[src/rtl/gpio_irq_pkg.sv]
package gpio_irq_pkg;

   // word indices (byte offset / 4) of the register map
   localparam int W_OUTVAL   = 0;   // 0x00
   localparam int W_INVAL    = 1;   // 0x04
   localparam int W_DRIVE    = 2;   // 0x08
   localparam int W_OUTSET   = 4;   // 0x10
   localparam int W_OUTCLR   = 5;   // 0x14
   localparam int W_PULLON   = 6;   // 0x18
   localparam int W_PULLSEL  = 7;   // 0x1C
   localparam int W_IRQON    = 8;   // 0x20
   localparam int W_IRQFLAG  = 9;   // 0x24
   localparam int W_IRQHIDE  = 11;  // 0x2C
   localparam int W_IRQACK   = 12;  // 0x30
   localparam int W_TRGKIND  = 13;  // 0x34
   localparam int W_TRGANY   = 14;  // 0x38
   localparam int W_TRGPOL   = 15;  // 0x3C
   localparam int W_FILTON   = 16;  // 0x40
   localparam int W_FILTDIV  = 17;  // 0x44

   typedef enum logic [4:0] {
      RS_NONE,
      RS_OUTVAL, RS_INVAL, RS_DRIVE, RS_OUTSET, RS_OUTCLR,
      RS_PULLON, RS_PULLSEL,
      RS_IRQON, RS_IRQFLAG, RS_IRQHIDE, RS_IRQACK,
      RS_TRGKIND, RS_TRGANY, RS_TRGPOL,
      RS_FILTON, RS_FILTDIV
   } reg_sel_e;

endpackage

[src/rtl/gpio_in_sync.sv]
module gpio_in_sync #(
   parameter int NPIN        = 32,
   parameter int SYNC_STAGES = 2
) (
   input  logic            clk,
   input  logic            rst_n,
   input  logic [NPIN-1:0] pad_i,
   output logic [NPIN-1:0] sync_o
);

   initial begin : p_param_chk
      assert (SYNC_STAGES >= 2) else $error("gpio_in_sync: SYNC_STAGES must be at least 2");
   end

   logic [NPIN-1:0] stg_q [SYNC_STAGES];

   for (genvar k = 0; k < SYNC_STAGES; k++) begin : g_stage
      if (k == 0) begin : g_first
         always_ff @(posedge clk or negedge rst_n) begin
            if (!rst_n) stg_q[0] <= '0;
            else        stg_q[0] <= pad_i;
         end
      end else begin : g_chain
         always_ff @(posedge clk or negedge rst_n) begin
            if (!rst_n) stg_q[k] <= '0;
            else        stg_q[k] <= stg_q[k-1];
         end
      end
   end

   assign sync_o = stg_q[SYNC_STAGES-1];

endmodule

[src/rtl/gpio_trig.sv]
module gpio_trig #(
   parameter int NPIN = 32
) (
   input  logic            clk,
   input  logic            rst_n,
   input  logic [NPIN-1:0] sync_i,
   input  logic [NPIN-1:0] kind_i,   // 1 = level, 0 = edge
   input  logic [NPIN-1:0] pol_i,    // level: 1 = active low; edge: 1 = falling
   input  logic [NPIN-1:0] any_i,    // edge: 1 = both directions
   input  logic [NPIN-1:0] en_i,
   input  logic [NPIN-1:0] ack_i,    // one-cycle acknowledge pulses
   output logic [NPIN-1:0] status_o
);

   logic [NPIN-1:0] prev_q;
   logic [NPIN-1:0] pend_q;
   logic [NPIN-1:0] hit;
   logic [NPIN-1:0] raw;

   always_ff @(posedge clk or negedge rst_n) begin
      if (!rst_n) prev_q <= '0;
      else        prev_q <= sync_i;
   end

   for (genvar i = 0; i < NPIN; i++) begin : g_pin
      logic rise, fall, lvl_act;
      always_comb begin
         rise    = sync_i[i] & ~prev_q[i];
         fall    = ~sync_i[i] & prev_q[i];
         hit[i]  = ~kind_i[i] & (any_i[i] ? (rise | fall) : (pol_i[i] ? fall : rise));
         lvl_act = sync_i[i] ^ pol_i[i];
         raw[i]  = kind_i[i] ? lvl_act : pend_q[i];
      end
   end

   // a new edge outranks an acknowledge in the same cycle
   always_ff @(posedge clk or negedge rst_n) begin
      if (!rst_n) pend_q <= '0;
      else        pend_q <= (pend_q & ~ack_i) | hit;
   end

   assign status_o = raw & en_i;

   a_r8_ack_drops: assert property (@(posedge clk) disable iff (!rst_n)
      1'b1 |=> ((pend_q & $past(ack_i & ~hit)) == '0))
      else $error("R8: acknowledged pending bit survived");

   a_r8_edge_wins: assert property (@(posedge clk) disable iff (!rst_n)
      (hit != '0) |=> ((pend_q & $past(hit)) == $past(hit)))
      else $error("R8: detected edge not latched");

   a_r6_sticky: assert property (@(posedge clk) disable iff (!rst_n)
      1'b1 |=> ((pend_q & $past(pend_q & ~ack_i)) == $past(pend_q & ~ack_i)))
      else $error("R6: pending bit lost without acknowledge");

endmodule

[src/rtl/gpio_bus_regs.sv]
module gpio_bus_regs
   import gpio_irq_pkg::*;
#(
   parameter int NPIN   = 32,
   parameter int ADDR_W = 8
) (
   input  logic              clk,
   input  logic              rst_n,
   input  logic              bus_sel,
   input  logic              bus_wr,
   input  logic [ADDR_W-1:0] bus_addr,
   input  logic [31:0]       bus_wdata,
   output logic [31:0]       bus_rdata,
   input  logic [NPIN-1:0]   din_i,
   input  logic [NPIN-1:0]   status_i,
   output logic [NPIN-1:0]   outval_o,
   output logic [NPIN-1:0]   drive_o,
   output logic [NPIN-1:0]   irqon_o,
   output logic [NPIN-1:0]   irqhide_o,
   output logic [NPIN-1:0]   kind_o,
   output logic [NPIN-1:0]   pol_o,
   output logic [NPIN-1:0]   any_o,
   output logic [NPIN-1:0]   ack_o
);

   localparam int WIDX = ADDR_W - 2;

   logic [NPIN-1:0] outval_q, drive_q, pullon_q, pullsel_q;
   logic [NPIN-1:0] irqon_q, irqhide_q, kind_q, any_q, pol_q, filton_q;
   logic [31:0]     filtdiv_q;
   logic [NPIN-1:0] wd;
   logic [WIDX-1:0] widx;
   reg_sel_e        rsel;
   logic            wr_go;

   assign wd    = bus_wdata[NPIN-1:0];
   assign widx  = bus_addr[ADDR_W-1:2];
   assign wr_go = bus_sel & bus_wr;

   always_comb begin
      rsel = RS_NONE;
      if (bus_addr[1:0] == 2'b00) begin
         case (int'(widx))
            W_OUTVAL:  rsel = RS_OUTVAL;
            W_INVAL:   rsel = RS_INVAL;
            W_DRIVE:   rsel = RS_DRIVE;
            W_OUTSET:  rsel = RS_OUTSET;
            W_OUTCLR:  rsel = RS_OUTCLR;
            W_PULLON:  rsel = RS_PULLON;
            W_PULLSEL: rsel = RS_PULLSEL;
            W_IRQON:   rsel = RS_IRQON;
            W_IRQFLAG: rsel = RS_IRQFLAG;
            W_IRQHIDE: rsel = RS_IRQHIDE;
            W_IRQACK:  rsel = RS_IRQACK;
            W_TRGKIND: rsel = RS_TRGKIND;
            W_TRGANY:  rsel = RS_TRGANY;
            W_TRGPOL:  rsel = RS_TRGPOL;
            W_FILTON:  rsel = RS_FILTON;
            W_FILTDIV: rsel = RS_FILTDIV;
            default:   rsel = RS_NONE;
         endcase
      end
   end

   always_ff @(posedge clk or negedge rst_n) begin
      if (!rst_n) begin
         outval_q  <= '0;
         drive_q   <= '0;
         pullon_q  <= '0;
         pullsel_q <= '0;
         irqon_q   <= '0;
         irqhide_q <= '0;
         kind_q    <= '0;
         any_q     <= '0;
         pol_q     <= '0;
         filton_q  <= '0;
         filtdiv_q <= '0;
      end else if (wr_go) begin
         case (rsel)
            RS_OUTVAL:  outval_q  <= wd;
            RS_OUTSET:  outval_q  <= outval_q | wd;
            RS_OUTCLR:  outval_q  <= outval_q & ~wd;
            RS_DRIVE:   drive_q   <= wd;
            RS_PULLON:  pullon_q  <= wd;
            RS_PULLSEL: pullsel_q <= wd;
            RS_IRQON:   irqon_q   <= wd;
            RS_IRQHIDE: irqhide_q <= wd;
            RS_TRGKIND: kind_q    <= wd;
            RS_TRGANY:  any_q     <= wd;
            RS_TRGPOL:  pol_q     <= wd;
            RS_FILTON:  filton_q  <= wd;
            RS_FILTDIV: filtdiv_q <= bus_wdata;
            default:    ;
         endcase
      end
   end

   assign ack_o = (wr_go && rsel == RS_IRQACK) ? wd : '0;

   always_comb begin
      bus_rdata = '0;
      if (bus_sel && !bus_wr) begin
         case (rsel)
            RS_OUTVAL:  bus_rdata = 32'(outval_q);
            RS_INVAL:   bus_rdata = 32'(din_i);
            RS_DRIVE:   bus_rdata = 32'(drive_q);
            RS_PULLON:  bus_rdata = 32'(pullon_q);
            RS_PULLSEL: bus_rdata = 32'(pullsel_q);
            RS_IRQON:   bus_rdata = 32'(irqon_q);
            RS_IRQFLAG: bus_rdata = 32'(status_i);
            RS_IRQHIDE: bus_rdata = 32'(irqhide_q);
            RS_TRGKIND: bus_rdata = 32'(kind_q);
            RS_TRGANY:  bus_rdata = 32'(any_q);
            RS_TRGPOL:  bus_rdata = 32'(pol_q);
            RS_FILTON:  bus_rdata = 32'(filton_q);
            RS_FILTDIV: bus_rdata = filtdiv_q;
            default:    bus_rdata = '0;
         endcase
      end
   end

   assign outval_o  = outval_q;
   assign drive_o   = drive_q;
   assign irqon_o   = irqon_q;
   assign irqhide_o = irqhide_q;
   assign kind_o    = kind_q;
   assign pol_o     = pol_q;
   assign any_o     = any_q;

   a_r2_set_ors: assert property (@(posedge clk) disable iff (!rst_n)
      (wr_go && rsel == RS_OUTSET) |=> (outval_q == ($past(outval_q) | $past(wd))))
      else $error("R2: set port did not OR in written ones");

   a_r2_clr_ands: assert property (@(posedge clk) disable iff (!rst_n)
      (wr_go && rsel == RS_OUTCLR) |=> (outval_q == ($past(outval_q) & ~$past(wd))))
      else $error("R2: clear port did not drop written ones");

   a_r12_ro_stable: assert property (@(posedge clk) disable iff (!rst_n)
      (wr_go && (rsel == RS_NONE || rsel == RS_INVAL || rsel == RS_IRQFLAG)) |=> $stable(outval_q))
      else $error("R12: write to a read-only or unused slot changed the output value");

endmodule

[src/rtl/gpio_irq_ctrl.sv]
module gpio_irq_ctrl #(
   parameter int NPIN        = 32,
   parameter int ADDR_W      = 8,
   parameter int SYNC_STAGES = 2
) (
   input  logic              clk,
   input  logic              rst_n,
   input  logic              bus_sel,
   input  logic              bus_wr,
   input  logic [ADDR_W-1:0] bus_addr,
   input  logic [31:0]       bus_wdata,
   output logic [31:0]       bus_rdata,
   input  logic [NPIN-1:0]   pad_in,
   output logic [NPIN-1:0]   pad_out,
   output logic [NPIN-1:0]   pad_oe,
   output logic              irq_out
);

   initial begin : p_param_chk
      assert (NPIN >= 1 && NPIN <= 32) else $error("gpio_irq_ctrl: NPIN must be 1..32");
      assert (ADDR_W >= 7) else $error("gpio_irq_ctrl: ADDR_W too small for the register map");
   end

   logic [NPIN-1:0] sync_in, status, irqon, irqhide, kind, pol, any_edge, ack;

   gpio_in_sync #(.NPIN(NPIN), .SYNC_STAGES(SYNC_STAGES)) u_sync (
      .clk    (clk),
      .rst_n  (rst_n),
      .pad_i  (pad_in),
      .sync_o (sync_in)
   );

   gpio_bus_regs #(.NPIN(NPIN), .ADDR_W(ADDR_W)) u_regs (
      .clk       (clk),
      .rst_n     (rst_n),
      .bus_sel   (bus_sel),
      .bus_wr    (bus_wr),
      .bus_addr  (bus_addr),
      .bus_wdata (bus_wdata),
      .bus_rdata (bus_rdata),
      .din_i     (sync_in),
      .status_i  (status),
      .outval_o  (pad_out),
      .drive_o   (pad_oe),
      .irqon_o   (irqon),
      .irqhide_o (irqhide),
      .kind_o    (kind),
      .pol_o     (pol),
      .any_o     (any_edge),
      .ack_o     (ack)
   );

   gpio_trig #(.NPIN(NPIN)) u_trig (
      .clk      (clk),
      .rst_n    (rst_n),
      .sync_i   (sync_in),
      .kind_i   (kind),
      .pol_i    (pol),
      .any_i    (any_edge),
      .en_i     (irqon),
      .ack_i    (ack),
      .status_o (status)
   );

   assign irq_out = |(status & ~irqhide);

   a_r9_disabled_quiet: assert property (@(posedge clk) disable iff (!rst_n)
      ((irqon | irqhide) == '1 && irqhide == '1) |-> !irq_out)
      else $error("R10: irq_out raised with every pin masked");

   a_r5_level_live: assert property (@(posedge clk) disable iff (!rst_n)
      ((kind & irqon) == '1) |-> (status == (sync_in ^ pol)))
      else $error("R5: level status does not track the synchronized input");

endmodule

[config.mk]
export PLATFORM = sky130hd
export DESIGN_NAME = gpio_irq_ctrl
export DESIGN_NICKNAME = d
export VERILOG_FILES = /design/src/rtl/gpio_irq_pkg.sv /design/src/rtl/gpio_in_sync.sv /design/src/rtl/gpio_trig.sv /design/src/rtl/gpio_bus_regs.sv /design/src/rtl/gpio_irq_ctrl.sv
export SDC_FILE = /design/constraint.sdc
export NUM_CORES = 1
export LEC_CHECK = 0
export BUFFER_PORTS_ARGS = -buffer_cell sky130_fd_sc_hd__buf_2
export CAP_MARGIN = 10
export CORE_MARGIN = 5
export CORE_UTILIZATION = 55
export DETAILED_ROUTE_END_ITERATION = 8
export PLACE_DENSITY_LB_ADDON = 0.08
export SLEW_MARGIN = 20
export SYNTH_ARGS = -nofsm -noshare
export SYNTH_HDL_FRONTEND = slang
export SYNTH_SLANG_ARGS = --single-unit
[constraint.sdc]
create_clock -name clk -period 3.3 [get_ports clk]
set_input_delay 0.66 -clock clk [delete_from_list [all_inputs] [get_ports clk]]
set_output_delay 0.66 -clock clk [all_outputs]
set_load 0.01 [all_outputs]
---- Word-level counts from Yosys, hierarchy flattened ----
Memories as Yosys holds them, arrays and structs flattened.
Cells that the tools add are included.
word-level totals
  register bits ........................... 480
  memory bits (read-only) ................. 160
  input port bits ......................... 76
  output and inout port bits .............. 97
  logic and storage cells ................. 417
  memories kept ........................... 1
memories
  name              words  width  rd ports  clocked after Yosys merged registers in  write ports  line                 source
  (name not given)  32     5      1         0                                        0            gpio_bus_regs.sv:43  case (int'(widx))
cells by class
  equal/unequal tests ..................... 16
  muxes and demuxes ....................... 102
  bitwise operators ....................... 266
  reductions and logical operators ........ 17
operators with widths
  kind                                                  number
  one-hot mux 32 bit (13 select lines)                  1
  AND 32 bit                                            4
  AND 1 bit                                             97
  2-to-1 mux 1 bit                                      96
  inverter 1 bit                                        96
  inverter 32 bit                                       3
  one-hot mux 32 bit (3 select lines)                   1
  2-to-1 mux 32 bit                                     2
  bitwise OR 32 bit                                     2
  equality test 5 x 4 -> 1 bit (second input constant)  8
  bitwise OR 1 bit                                      32
  OR reduction 32 bit                                   1
  bitwise XOR 1 bit                                     32
  AND reduction 2 bit                                   11
  equality test 5 x 3 -> 1 bit (second input constant)  4
  equality test 5 x 2 -> 1 bit (second input constant)  2
  2-to-1 mux 5 bit                                      2
  equality test 5 x 1 -> 1 bit (second input constant)  1
  equality test 5 bit (second input constant)           1
  nonzero test 3 bit                                    1
  logical AND 1 bit                                     2
  zero test 2 bit                                       1
  zero test 1 bit                                       1

---- Depth between registers and ports, before layout ----
An unclocked memory read counts as a cell.
  depth in word-level cells ............... 9
  mapped depth ............................ 12
  mapped depth without buffers ............ 9

---- By module ----
From an unflattened synthesis, not the netlist that was laid out.
second synthesis, totals
  cell total of the unflattened synthesis .. 2030
  area, all modules ....................... 24044.3 µm²
modules (own cells, without submodules)
  module         instances  cells an instance  area each (µm²)  sequential area each (µm²)
  gpio_bus_regs  1          1433               17747.0          8808.4
  gpio_trig      1          448                4204.0           1601.5
  gpio_in_sync   1          96                 1841.8           1601.5
  gpio_irq_ctrl  1          53                 251.5            0.0

---- Worst setup path before layout ----
Ideal clock, no wire load.
  path kind ............................... input port to output port
  start ................................... input bus_addr[2]
  end ..................................... output bus_rdata[12]
  arrival ................................. 2.994 ns
  required time ........................... 2.640 ns
  slack ................................... -0.354 ns
  stages on the path ...................... 12
  path buffers ............................ 3
  path through ............................ inv_1 ha_1 or3_1 o2111ai_1 and2_1 buf_2 buf_2 buf_1 nand2_1 a21oi_1 a21oi_1 a31oi_1
between the ends
  word-level cells in the longest chain between the ends .. 6
  elaborated cells between the ends (all ways) .. 18
  classes of those cells .................. eq/ne: 13; mux: 4; memory: 1
RTL lines
  element                                      line                  source
  start: declaration                           gpio_irq_ctrl.sv:10   input logic [ADDR_W-1:0] bus_addr,
  memory (32 x 5 bit) *                        n/a
  2-to-1 mux 5 bit *                           gpio_bus_regs.sv:43
  2-to-1 mux 5 bit *                           gpio_bus_regs.sv:42   if (bus_addr[1:0] == 2'b00) begin
  equality test 5 bit (tied with other cells)  gpio_bus_regs.sv:103  case (rsel)
  one-hot mux 32 bit (13 select lines) *       gpio_bus_regs.sv:103
  2-to-1 mux 32 bit *                          gpio_bus_regs.sv:102  if (bus_sel && !bus_wr) begin
  end: declaration                             gpio_irq_ctrl.sv:12   output logic [31:0] bus_rdata,
Every way passes the cells marked *; elsewhere a longest branch is shown, timed or not.

---- Worst setup path after layout ----
  start ................................... input bus_addr[2]
  end ..................................... output bus_rdata[3]
Same word-level chain as after synthesis.

==> qor.yml <==
finish:
  final_area_um2: 29300
  final_nets: 2453
  multi_input_area_um2: 11200
  syn2layout_area_growth_pct: 28.0
  drive_gt1_share_pct: 43.0
  fill_cells: 2974
  register_area_um2: 12000
floorplan:
  core.rowCount: 74
  coreArea_um2: 41000
  io-pin-count: 173
  die_w_um: 214
  start_util_pct: 55.8
  die_y_um: 214
  dieArea_um2: 45800
sta:
  slew_viol_final: 0
  fin_skew_ns: 0.0133
  period_needed_ns: 3.77
  setup_viol: 32
  hold_viol: 0
  rsz0062_at_grt: "yes"
  max-slew-margin-rel_pct: 52.3
  worst_slew_pin_slew_ns: 0.716
  fmax_ghz: 0.265
  fin_ws_ns: -0.471
  post-route-period-util_pct: 114
yosys:
  avgSynthCellArea_um2: 11.6
  synth_top_area_share_pct: 52.5
  synth_edf_count: 0
  synth_warnings: 0
  synth_compound_area_share_pct: 13.6
  async_flop_share_pct: 100
  synthAdderAreaFrac_pct: 3.83
  netlist_top_cells_count: "dfrtp_1, mux2_2, nand2_1"
  syn-instance-count: 1975
  synth_flop_cell: "dfrtp_1"
  synth.most_common_cell: "dfrtp_1"
  synth_fp_nets: 2121
  synth_seq_cells: 480
  synth_xor_area_share_pct: 1.26
  synth_top_family_by_area: "multiplexers"
  ys_types: 66
  synth_simple_gate_area_share_pct: 6.33
  syn_area_um2: 22900
  synthMuxAreaShare_pct: 18.9
  ys_seq_area_share_pct: 52.5
  synth_top_cell_by_area: "dfrtp_1"
  synth_area_leaders: "dfrtp_1, mux2_2, nand2_1"
routing:
  drt_iter0_drc: 1905
  drt-vias-per-instance: 6.37
  drc_errors: 0
  vias: 18376
  route.detailed.wl_per_inst_um: 27.2
  drt-total-wl_um: 78500
  dr.pass1.iters: 5
  ant_nets: 0
worst_setup_path:
  cp-startpoint: "bus_addr[2]"
  crit_arrival_ns: 3.11
  worstPathRequired_ns: 2.64
  cp_max_fo: 8
  critical_path_class: "primary input to primary output"
  timing.rr.start: "u_sync.sync_o[17]"
  start_kind: "primary input"
  cp-end-kind: "primary output"
global_route:
  top_usage_layer: "met2"
  grt_pass1_vias: 18532
  use_met3_pct: 6.54
  gr-usage-met1_pct: 47.6
  grt_pass1_wl_um: 118000
  grtUsageTotal_pct: 33.4
  grt_max_degree: 78
  use_met2_pct: 51.0
  antenna_found_initial: 2
  grt-ovfl-total: 0
power:
  totalPowerFinal_uw: 13700
  p_per_area_nw_per_um2: 469
  p_leak_uw: 0.0136
  irDropWorstVdd_mv: 0.411
outcome:
  violations: "setup timing"
  status: "finished, violations left"
clock_tree:
  cts_max_level: 2
  cts.sinks: 480
  cts_tree: "built"
  clock-root-buffer: "clkbuf_16"
  cts_buffers: 52
  clkTransAtPathRegs_ns: 0.06
  clk_latency_ns: 0.60
  clock_path_buffers: 3
run:
  drv_cap: 0
placement:
  hpwl_um: 53000
  io_buffers: 172
  postPlaceCellArea_um2: 26100
  gp_congestion: 0.930
hold_path:
  hp-class: "primary input to asynchronous set/reset pin"
metal layers:
| layer | wire [µm] | part of all wire [%] | up-vias |
|---|---|---|---|
| li1 | - | - | 7819 |
| met1 | 32700 | 42 | 9480 |
| met2 | 35700 | 45 | 874 |
| met3 | 6760 | 8.6 | 201 |
| met4 | 3340 | 4.2 | 2 |
| met5 | 13 | 0.017 | - |
stage by stage:
stage               utilization [%]  hold slack (ns)  worst slack (ns)  setup TNS (ns)  instances
finish                         71.4           0.0439            -0.471          -12.72       2883
global placement               63.7            0.332            -0.592          -36.94       2747
CTS                            69.3           0.0812            -0.398          -10.59       2856
detailed placement             63.7            0.335            -0.617          -42.89       2747
global route                   71.4            0.112            -0.545          -14.75       2883
floorplan                         -            0.331           -0.0313          -0.286       1975
worst paths after layout:
check,depth (start not counted),slack (ns),end
setup reg to reg,5,1.90,u_trig.pend_q[17]
setup / recovery,14,-0.47,bus_rdata[3]
hold reg to reg,0,0.34,u_sync.sync_o[22]
max in group asynchronous,2,2.25,u_trig.prev_q[19]
hold / removal,1,0.04,u_sync.sync_o[0]
min in group clk,1,0.16,u_sync.stg_q[52]
kinds of logic after synthesis:
logic type	Yosys count
AO/OA/AOI/OAI	463
AND/OR/NAND/NOR	339
buffers and inverters	205
flip-flops	480
multiplexers	385
adder cells (fa/ha/maj)	70
XOR/XNOR	33
flip-flops by register name, summed over array words and instances, names as in the netlist:
| signal | flops |
|---|---|
| u_regs.kind_o | 32 |
| u_regs.outval_o | 32 |
| u_regs.pullsel_q | 32 |
| u_regs.filtdiv_q | 32 |
| u_regs.any_o | 32 |
| u_regs.pol_o | 32 |
| u_regs.irqhide_o | 32 |
| u_trig.pend_q | 32 |
| u_sync.sync_o | 32 |
| u_trig.prev_q | 32 |
| u_regs.irqon_o | 32 |
| u_regs.pullon_q | 32 |
| u_sync.stg_q | 32 |
| u_regs.drive_o | 32 |
| u_regs.filton_q | 32 |
power breakdown:
group	internal (µW)	total (µW)	switching [µW]
sequential	6130	6350	222
combinational	595	1440	841
clock	3520	5960	2440
total	10200	13700	3510
critical path, cell delays in order:
cell	delay, ns
buf_8	0.09
clkinvlp_4	0.11
ha_4	0.24
or3_4	0.38
o2111ai_4	0.09
and2_4	0.27
buf_4	0.15
buf_6	0.09
nor3_4	0.04
buf_12	0.16
a221oi_1	0.39
a31oi_2	0.14
buf_4	0.16
buf_2	0.13
placed cells by master, fill, tap and decap left out, types with 9 or more instances in the layout:
| master | instances |
|---|---|
| dfrtp_1 | 477 |
| mux2_2 | 372 |
| nand2_1 | 232 |
| buf_4 | 180 |
| buf_2 | 152 |
| o21ai_0 | 104 |
| inv_1 | 70 |
| ha_1 | 69 |
| a21oi_1 | 55 |
| clkbuf_16 | 55 |
| buf_12 | 44 |
| a22o_1 | 43 |
| a22oi_1 | 41 |
| o22ai_1 | 32 |
| xnor2_1 | 30 |
| buf_6 | 29 |
| nor2_1 | 27 |
| o211ai_1 | 27 |
| a31oi_4 | 21 |
| nand3_1 | 15 |
| a21oi_2 | 14 |
| clkinv_2 | 14 |
| mux2i_1 | 13 |
| clkbuf_8 | 13 |
| a221oi_2 | 12 |
| a211oi_2 | 10 |
| o21ai_1 | 9 |
| a221oi_1 | 9 |
final cells by class:
| class | count | share of cell area (%) |
|---|---|---|
| antenna | 1 | 0.00854 |
| clock buffer | 75 | 5.33 |
| clock inverter | 22 | 0.709 |
| inverter | 72 | 0.935 |
| multi-input combinational | 1290 | 38.1 |
| sequential | 480 | 41.0 |
| tap | 532 | 2.27 |
| timing repair buffer | 411 | 11.7 |
what timing repair did:
item / CTS / global route
setup endpoints to repair: 33 / 33
gates resized for setup: 78 / 107
pin swaps: 11 / 27
cloned: 0 / 2
setup buffers: 13 / 24
hold buffers: 0 / 0
Power figures use the tool's default switching activity.
